`src/rtl/crc32c_pkg.sv`:
```
`timescale 1ns/1ps
package crc32c_pkg;
   // Reflected Castagnoli generator (x^32 term dropped, bit order reversed)
   localparam int          CRC_BITS   = 32;
   localparam logic [31:0] POLY_REFL  = 32'h82F63B78;

   typedef enum logic [1:0] {
      CHUNK_8  = 2'b00,
      CHUNK_16 = 2'b01,
      CHUNK_32 = 2'b10,
      CHUNK_64 = 2'b11
   } chunk_code_e;
endpackage

```
`src/rtl/crc32c_fold.sv`:
```
`timescale 1ns/1ps
// Combinational fold of CHUNK_BITS data bits into a reflected CRC, LSB first.
module crc32c_fold #(
   parameter int                CRC_W      = 32,
   parameter int                CHUNK_BITS = 8,
   parameter logic [CRC_W-1:0]  POLY       = crc32c_pkg::POLY_REFL
) (
   input  logic [CRC_W-1:0]      crc_i,
   input  logic [CHUNK_BITS-1:0] data_i,
   output logic [CRC_W-1:0]      crc_o
);
   generate
      if (CHUNK_BITS < 1 || CHUNK_BITS > 64) begin : g_bad_chunk
         $error("crc32c_fold: CHUNK_BITS out of range");
      end
      if (CRC_W < 2) begin : g_bad_crc
         $error("crc32c_fold: CRC_W too small");
      end
   endgenerate

   logic [CRC_W-1:0] acc;

   always_comb begin
      acc = crc_i;
      for (int i = 0; i < CHUNK_BITS; i++) begin
         acc = acc ^ {{(CRC_W-1){1'b0}}, data_i[i]};
         acc = acc[0] ? ((acc >> 1) ^ POLY) : (acc >> 1);
      end
      crc_o = acc;
   end
endmodule

```
`src/rtl/crc32c_lane_sel.sv`:
```
`timescale 1ns/1ps
// Picks one lane result by width code.
module crc32c_lane_sel #(
   parameter int CRC_W     = 32,
   parameter int NUM_LANES = 4,
   localparam int SEL_W    = (NUM_LANES > 1) ? $clog2(NUM_LANES) : 1
) (
   input  logic [NUM_LANES-1:0][CRC_W-1:0] lanes_i,
   input  logic [SEL_W-1:0]                sel_i,
   output logic [CRC_W-1:0]                crc_o
);
   always_comb begin
      crc_o = lanes_i[0];
      for (int k = 0; k < NUM_LANES; k++) begin
         if (sel_i == SEL_W'(k)) crc_o = lanes_i[k];
      end
   end
endmodule

```
`src/rtl/crc32c_accum.sv`:
```
`timescale 1ns/1ps
module crc32c_accum #(
   parameter int                CRC_W     = crc32c_pkg::CRC_BITS,
   parameter int                DATA_W    = 64,
   parameter int                DEST_W    = 64,
   parameter logic [CRC_W-1:0]  POLY      = crc32c_pkg::POLY_REFL,
   localparam int               NUM_LANES = $clog2(DATA_W / 8) + 1,
   localparam int               SEL_W     = (NUM_LANES > 1) ? $clog2(NUM_LANES) : 1
) (
   input  logic              clk,
   input  logic              rst_n,
   input  logic              in_valid,
   input  logic [SEL_W-1:0]  in_width,
   input  logic [DEST_W-1:0] in_crc,
   input  logic [DATA_W-1:0] in_data,
   output logic              out_valid,
   output logic [DEST_W-1:0] out_crc
);
   generate
      if (DATA_W != (8 << (NUM_LANES - 1))) begin : g_bad_data
         $error("crc32c_accum: DATA_W must be 8 times a power of two");
      end
      if (DEST_W < CRC_W) begin : g_bad_dest
         $error("crc32c_accum: DEST_W narrower than CRC_W");
      end
   endgenerate

   logic [NUM_LANES-1:0][CRC_W-1:0] lane_crc;
   logic [CRC_W-1:0]                next_crc;
   logic [CRC_W-1:0]                crc_q;
   logic                            vld_q;
   logic                            unused_hi;

   assign unused_hi = ^in_crc[DEST_W-1:CRC_W];

   // One fold lane per legal chunk width: 8, 16, 32, ... DATA_W bits
   for (genvar k = 0; k < NUM_LANES; k++) begin : g_lane
      localparam int LW = 8 << k;
      crc32c_fold #(
         .CRC_W      (CRC_W),
         .CHUNK_BITS (LW),
         .POLY       (POLY)
      ) u_fold (
         .crc_i  (in_crc[CRC_W-1:0]),
         .data_i (in_data[LW-1:0]),
         .crc_o  (lane_crc[k])
      );
   end

   crc32c_lane_sel #(
      .CRC_W     (CRC_W),
      .NUM_LANES (NUM_LANES)
   ) u_sel (
      .lanes_i (lane_crc),
      .sel_i   (in_width),
      .crc_o   (next_crc)
   );

   always_ff @(posedge clk or negedge rst_n) begin
      if (!rst_n) begin
         crc_q <= '0;
         vld_q <= 1'b0;
      end else begin
         vld_q <= in_valid;
         if (in_valid) crc_q <= next_crc;
      end
   end

   assign out_valid = vld_q;
   assign out_crc   = {{(DEST_W-CRC_W){1'b0}}, crc_q};

   AST_VALID_FOLLOWS: assert property (@(posedge clk) disable iff (!rst_n)
      in_valid |=> out_valid);
   AST_VALID_DROPS: assert property (@(posedge clk) disable iff (!rst_n)
      !in_valid |=> !out_valid);
   AST_HOLD_IDLE: assert property (@(posedge clk) disable iff (!rst_n)
      !in_valid |=> $stable(out_crc));
   AST_UPPER_CLEAR: assert property (@(posedge clk) disable iff (!rst_n)
      out_crc[DEST_W-1:CRC_W] == '0);
   AST_ZERO_FIXED: assert property (@(posedge clk) disable iff (!rst_n)
      (in_valid && in_crc[CRC_W-1:0] == '0 && in_data == '0)
      |=> out_crc == '0);
endmodule

```
`config.mk`:
```
export PLATFORM = sky130hd
export DESIGN_NAME = crc32c_accum
export DESIGN_NICKNAME = d
export VERILOG_FILES = /design/src/rtl/crc32c_pkg.sv /design/src/rtl/crc32c_fold.sv /design/src/rtl/crc32c_lane_sel.sv /design/src/rtl/crc32c_accum.sv
export SDC_FILE = /design/constraint.sdc
export NUM_CORES = 1
export LEC_CHECK = 0
export BUFFER_PORTS_ARGS = -buffer_cell sky130_fd_sc_hd__buf_2
export CAP_MARGIN = 15
export CORE_ASPECT_RATIO = 0.75
export CORE_UTILIZATION = 60
export CTS_CLUSTER_DIAMETER = 30
export DETAILED_ROUTE_END_ITERATION = 8
export PLACE_DENSITY = 0.84
export SYNTH_ARGS = -nofsm -noshare
export SYNTH_HDL_FRONTEND = slang
export SYNTH_SLANG_ARGS = --single-unit
```
`constraint.sdc`:
```
create_clock -name clk -period 1.4 [get_ports clk]
set_input_delay 0.28 -clock clk [delete_from_list [all_inputs] [get_ports clk]]
set_output_delay 0.28 -clock clk [all_outputs]
set_load 0.02 [all_outputs]
```
==> impl_metrics.py, run 1 <==
metrics = {
    "synth": {
        "number_of_flops_mapped_to_enable_cells_by_yosys": 0,
        "synthesized_area_divided_by_synthesized_cell_count_sq_um": 12.4,
        "synth_top_area_share": 0.325,
        "synth.lib_cells_used.distinct": 40,
        "yosys_warnings": 0,
        "post-synth-top-area-cell": "sky130_fd_sc_hd__xnor3_1",
        "syn_inst": 1026,
        "synth-async-reset-ratio": 1.00,
        "seq_area_frac_synth": 0.0650,
        "synth.top_cells.by_area": "sky130_fd_sc_hd__xnor3_1 32%, sky130_fd_sc_hd__xnor2_1 25%, sky130_fd_sc_hd__xor2_1 7.0%",
        "ys_seq_elements": 33,
        "synth_flop_cell": "sky130_fd_sc_hd__dfrtp_1",
        "synth.cell_area_sq_um": 12700,
    },
    "run_status": {
        "error_message": "[ERROR DPL-0033] detailed placement checks failed during check placement.",
        "last_stage_the_flow_got_to": "clock tree synthesis (4_1_cts)",
        "outcome": "stopped before the end",
    },
    "clock_tree": {
        "cts_inserted_buffers": 5,
        "cts_htree_levels": 2,
        "cts.sink_count": 33,
        "cts_repair_resize_count": 201,
        "clk_root_buffer_cell": "sky130_fd_sc_hd__clkbuf_16",
        "post-cts-setup-buffers": 100,
        "clk_path_buf_depth": 2,
        "cts_hold_buf": 0,
    },
    "place": {
        "placedCellCount": 1900,
        "io_buffer_count": 133,
        "gpl.final_weighted_congestion": 1.11,
        "detailed_place_hpwl_mm": 42.2,
    },
    "die": {
        "chipHeight_um": 128,
        "row_count": 45,
        "num_io_pins": 198,
        "die_width_um": 170,
        "starting_utilization_of_the_core_area": 0.619,
    },
}
## cells in the mapped netlist, drive strengths merged (2+ instances only)
cell type    n
a211oi       4
a21oi       25
a221o        2
a221oi       3
a31oi        3
buf         42
clkbuf      19
dfrtp       33
inv          8
mux2        11
mux2i        3
mux4         4
nand2       25
nand2b       2
nor2        46
o211ai       2
o21ai       26
o221ai      11
o22ai        4
xnor2      399
xnor3      206
xor2       114
xor3        27
## cells by family after synthesis
group,count (synthesis),share of synthesized area
other cells,1,0.000295
xor+xnor,746,0.819
flops,33,0.0650
simple gates,76,0.0236
buf+inv,69,0.0322
compound gates,83,0.0402
mux,18,0.0192
## through the flow
stage	worst slack (ns)	TNS [ns]	area, sq um	utilization
after detailed placement	-7.46	-229.03	17800	0.867
after global placement	-6.98	-215.18	17800	0.867
after floorplan	-6.63	-204.53	13300	-
==> run 2: changes to the inputs <==
- CORE_ASPECT_RATIO: 0.75 -> unset
- CORE_UTILIZATION: 60 -> 40
- CTS_CLUSTER_DIAMETER: 30 -> unset
- PLACE_DENSITY: 0.84 -> unset
- PLACE_DENSITY_LB_ADDON: unset -> 0.15
==> run 2 against run 1 <==
Net effect:
- the flow now finishes, with violations (negative setup slack)
- area after synthesis is the same
- synthesized cell count stayed put
==> impl_metrics.py, run 2 <==
metrics = {
    "run_status": {
        "outcome": "finished with violations",
        "failed_checks": "negative setup slack",
    },
    "sta": {
        "timing.final.ws_setup_ns": -6.45,
        "period_needed_ns": 7.85,
        "min_period_over_period": 5.61,
        "hold_viol": 0,
        "final.setup_skew_ns": 0,
        "max-slew-margin-rel": 0.542,
        "worst_slew_pin_slew_ns": 0.683,
        "timing.hold.ws_ns": 0.480,
        "rsz_0062_raised_after_global_routing": "yes",
        "setup-violations-final": 32,
        "max_freq_mhz": 127,
        "drv_slew": 0,
    },
    "synth": {
        "synth.lib_cells_used.distinct": 40,
        "synth_compound_area_frac": 0.0402,
        "yosys_warnings": 0,
        "yosys.cell_count.top_type": "sky130_fd_sc_hd__xnor2_1",
        "synth.top_cells.by_count": "357 x sky130_fd_sc_hd__xnor2_1, 183 x sky130_fd_sc_hd__xnor3_1, 101 x sky130_fd_sc_hd__xor2_1",
        "post_synth_fa_ha_maj_area_fraction": 0,
        "synth_top_area_share": 0.325,
        "synth-async-reset-ratio": 1.00,
        "post-synth-top-area-cell": "sky130_fd_sc_hd__xnor3_1",
        "syn_inst": 1026,
        "synth.cell_area_sq_um": 12700,
        "seq_area_frac_synth": 0.0650,
        "synth_xor_area_frac": 0.819,
        "synthesized_area_divided_by_synthesized_cell_count_sq_um": 12.4,
        "ys_seq_elements": 33,
        "synth.top_cells.by_area": "sky130_fd_sc_hd__xnor3_1 32%, sky130_fd_sc_hd__xnor2_1 25%, sky130_fd_sc_hd__xor2_1 7.0%",
        "muxShareOfSynthArea": 0.0192,
        "post_synth_simple_gate_area": 0.0236,
        "synth_flop_cell": "sky130_fd_sc_hd__dfrtp_1",
        "synth_top_family_by_area": "XOR/XNOR gates",
        "number_of_flops_mapped_to_enable_cells_by_yosys": 0,
    },
    "worst_setup_path": {
        "worst_path_max_delay_cell": "sky130_fd_sc_hd__xnor3_2",
        "worstReg2RegStart": "crc_q[15]$_DFFE_PN0P_",
        "timing.critical_path.fanout_max": 8,
        "path_buf_inv": 8,
        "critPathRequiredTime_ns": 1.57,
        "r2r_slack_ns": 0.58,
        "cp_arrival_ns": 8.02,
        "critical_path_depth": 28,
        "critPathMaxStageDelay_ns": 0.48,
        "critical_path.top_delay_family": "XOR/XNOR gates",
        "crit_path_frequent_cell": "sky130_fd_sc_hd__xnor3_2",
        "reg2reg_depth": 1,
        "end_kind": "flip-flop",
        "worstSetupStartpointType": "input port",
        "end_of_the_worst_register_to_register_path": "crc_q[15]$_DFFE_PN0P_",
        "worst-setup-path-type": "in2reg",
    },
    "place": {
        "gpl.final_weighted_congestion": 0.951,
        "io_buffer_count": 133,
        "placedCellCount": 2048,
        "dpl_cell_area_sq_um": 18200,
        "detailed_place_hpwl_mm": 38.7,
    },
    "clock_tree": {
        "cts_inserted_buffers": 5,
        "clock_transition_at_the_register_clock_pins_on_the_worst_setup_and_hold_paths_after_cts_ns": 0.06,
        "cts_htree_levels": 2,
        "clk_path_buf_depth": 2,
        "clk_root_buffer_cell": "sky130_fd_sc_hd__clkbuf_16",
        "cts_tree": "built",
        "cts.sink_count": 33,
        "clk_latency_ns": 0.28,
    },
    "global_routing": {
        "grt_overflow_total": 0,
        "groute.usage.overall": 0.288,
        "first_global_vias": 10900,
        "grt_start_max_net_pins": 20,
        "grt_first_pass_wirelength_mm": 68.8,
        "grt_antenna_before_repair": 0,
    },
    "detailed_routing": {
        "drcViolationCount": 0,
        "drt_first_pass_iters": 4,
        "vias_post_dr": 10400,
        "drt_wl_total_mm": 47.2,
        "wl_per_cell_um": 21.6,
        "detail_route.vias_per_cell": 4.78,
        "detail-route-antenna-nets": 0,
        "drt_iter0_markers": 697,
    },
    "final_layout": {
        "largest_register_ffs": 32,
        "filler_cell_count": 2316,
        "mostFrequentLayoutCell": "sky130_fd_sc_hd__buf_4",
        "layout_common_cells": "571 x sky130_fd_sc_hd__buf_4, 282 x sky130_fd_sc_hd__xnor2_1, 127 x sky130_fd_sc_hd__buf_2, 115 x sky130_fd_sc_hd__xnor3_1, 90 x sky130_fd_sc_hd__xnor3_2",
        "drive_gt1_frac": 0.611,
        "finalNetCount": 1921,
        "largest_register": "crc_q",
        "antenna-diode-count": 0,
        "final-instance-count-excl-fill": 2185,
        "flow.area_growth_from_synthesis_pct": 64.5,
        "final_area_sq_um": 20900,
    },
    "die": {
        "starting_utilization_of_the_core_area": 0.411,
        "row_count": 64,
        "die-area_sq_um": 32500,
        "die_width_um": 180,
        "num_io_pins": 198,
        "core_area_sq_um": 30900,
        "chipHeight_um": 180,
    },
    "hold_path": {
        "worst_hold_path_type": "in2async",
    },
    "job": {
        "cap_viol_max_count": 0,
    },
}
## run 2: area by class of cell
| class | count | area [sq um] | share of cell area |
|---|---|---|---|
| Clock buffer | 5 | 125 | 0.00599 |
| Clock inverter | 3 | 17.5 | 0.000839 |
| Inverter | 8 | 30.0 | 0.00144 |
| Multi-Input combinational cell | 955 | 13200 | 0.634 |
| Sequential cell | 33 | 826 | 0.0395 |
| Tap cell | 396 | 495 | 0.0237 |
| Timing Repair Buffer | 785 | 6140 | 0.294 |
## run 2: what timing repair did
item / CTS / global route
pin swaps: 51 / 62
gates resized for setup: 156 / 112
hold endpoints to repair: 14 / 0
hold buffers: 1 / 0
setup buffers: 82 / 56
endpoints found under the setup margin: 32 / 32
## run 2: stage by stage
step | utilization | setup WS, ns | setup TNS, ns
after detailed placement | 0.589 | -7.10 | -221.95
final | 0.676 | -6.45 | -202.47
after global routing | 0.676 | -6.65 | -208.47
after CTS | 0.645 | -6.36 | -199.71
after floorplan | - | -6.63 | -204.53
after global placement | 0.589 | -7.12 | -222.76
## run 2: worst max-delay path by stage
stage / end / slack [ns] / start
floorplan: crc_q[12]$_DFFE_PN0P_ / -6.63 / in_data[5]
global placement: crc_q[6]$_DFFE_PN0P_ / -7.12 / in_crc[3]
detailed placement: crc_q[6]$_DFFE_PN0P_ / -7.10 / in_crc[3]
CTS: crc_q[5]$_DFFE_PN0P_ / -6.36 / in_data[2]
global route: crc_q[10]$_DFFE_PN0P_ / -6.65 / in_data[2]
finish: crc_q[15]$_DFFE_PN0P_ / -6.45 / in_data[1]
## run 2: logic make-up after synthesis
group | after synthesis
xor+xnor | 746
flops | 33
other cells | 1
mux | 18
compound gates | 83
buf+inv | 69
simple gates | 76
## run 2: routing by layer
metal | wire length, um | up-vias | track usage
li1 | - | 4899 | -
met1 | 20700 | 5124 | 0.400
met2 | 22900 | 363 | 0.495
met3 | 2150 | 62 | 0.0125
met4 | 1460 | 0 | 0.0773
met5 | 0 | - | 0
Power of run 2 is left out: the tool's default activity adds up to more than one toggle a clock period on the data nets, which glitch-free logic cannot reach.
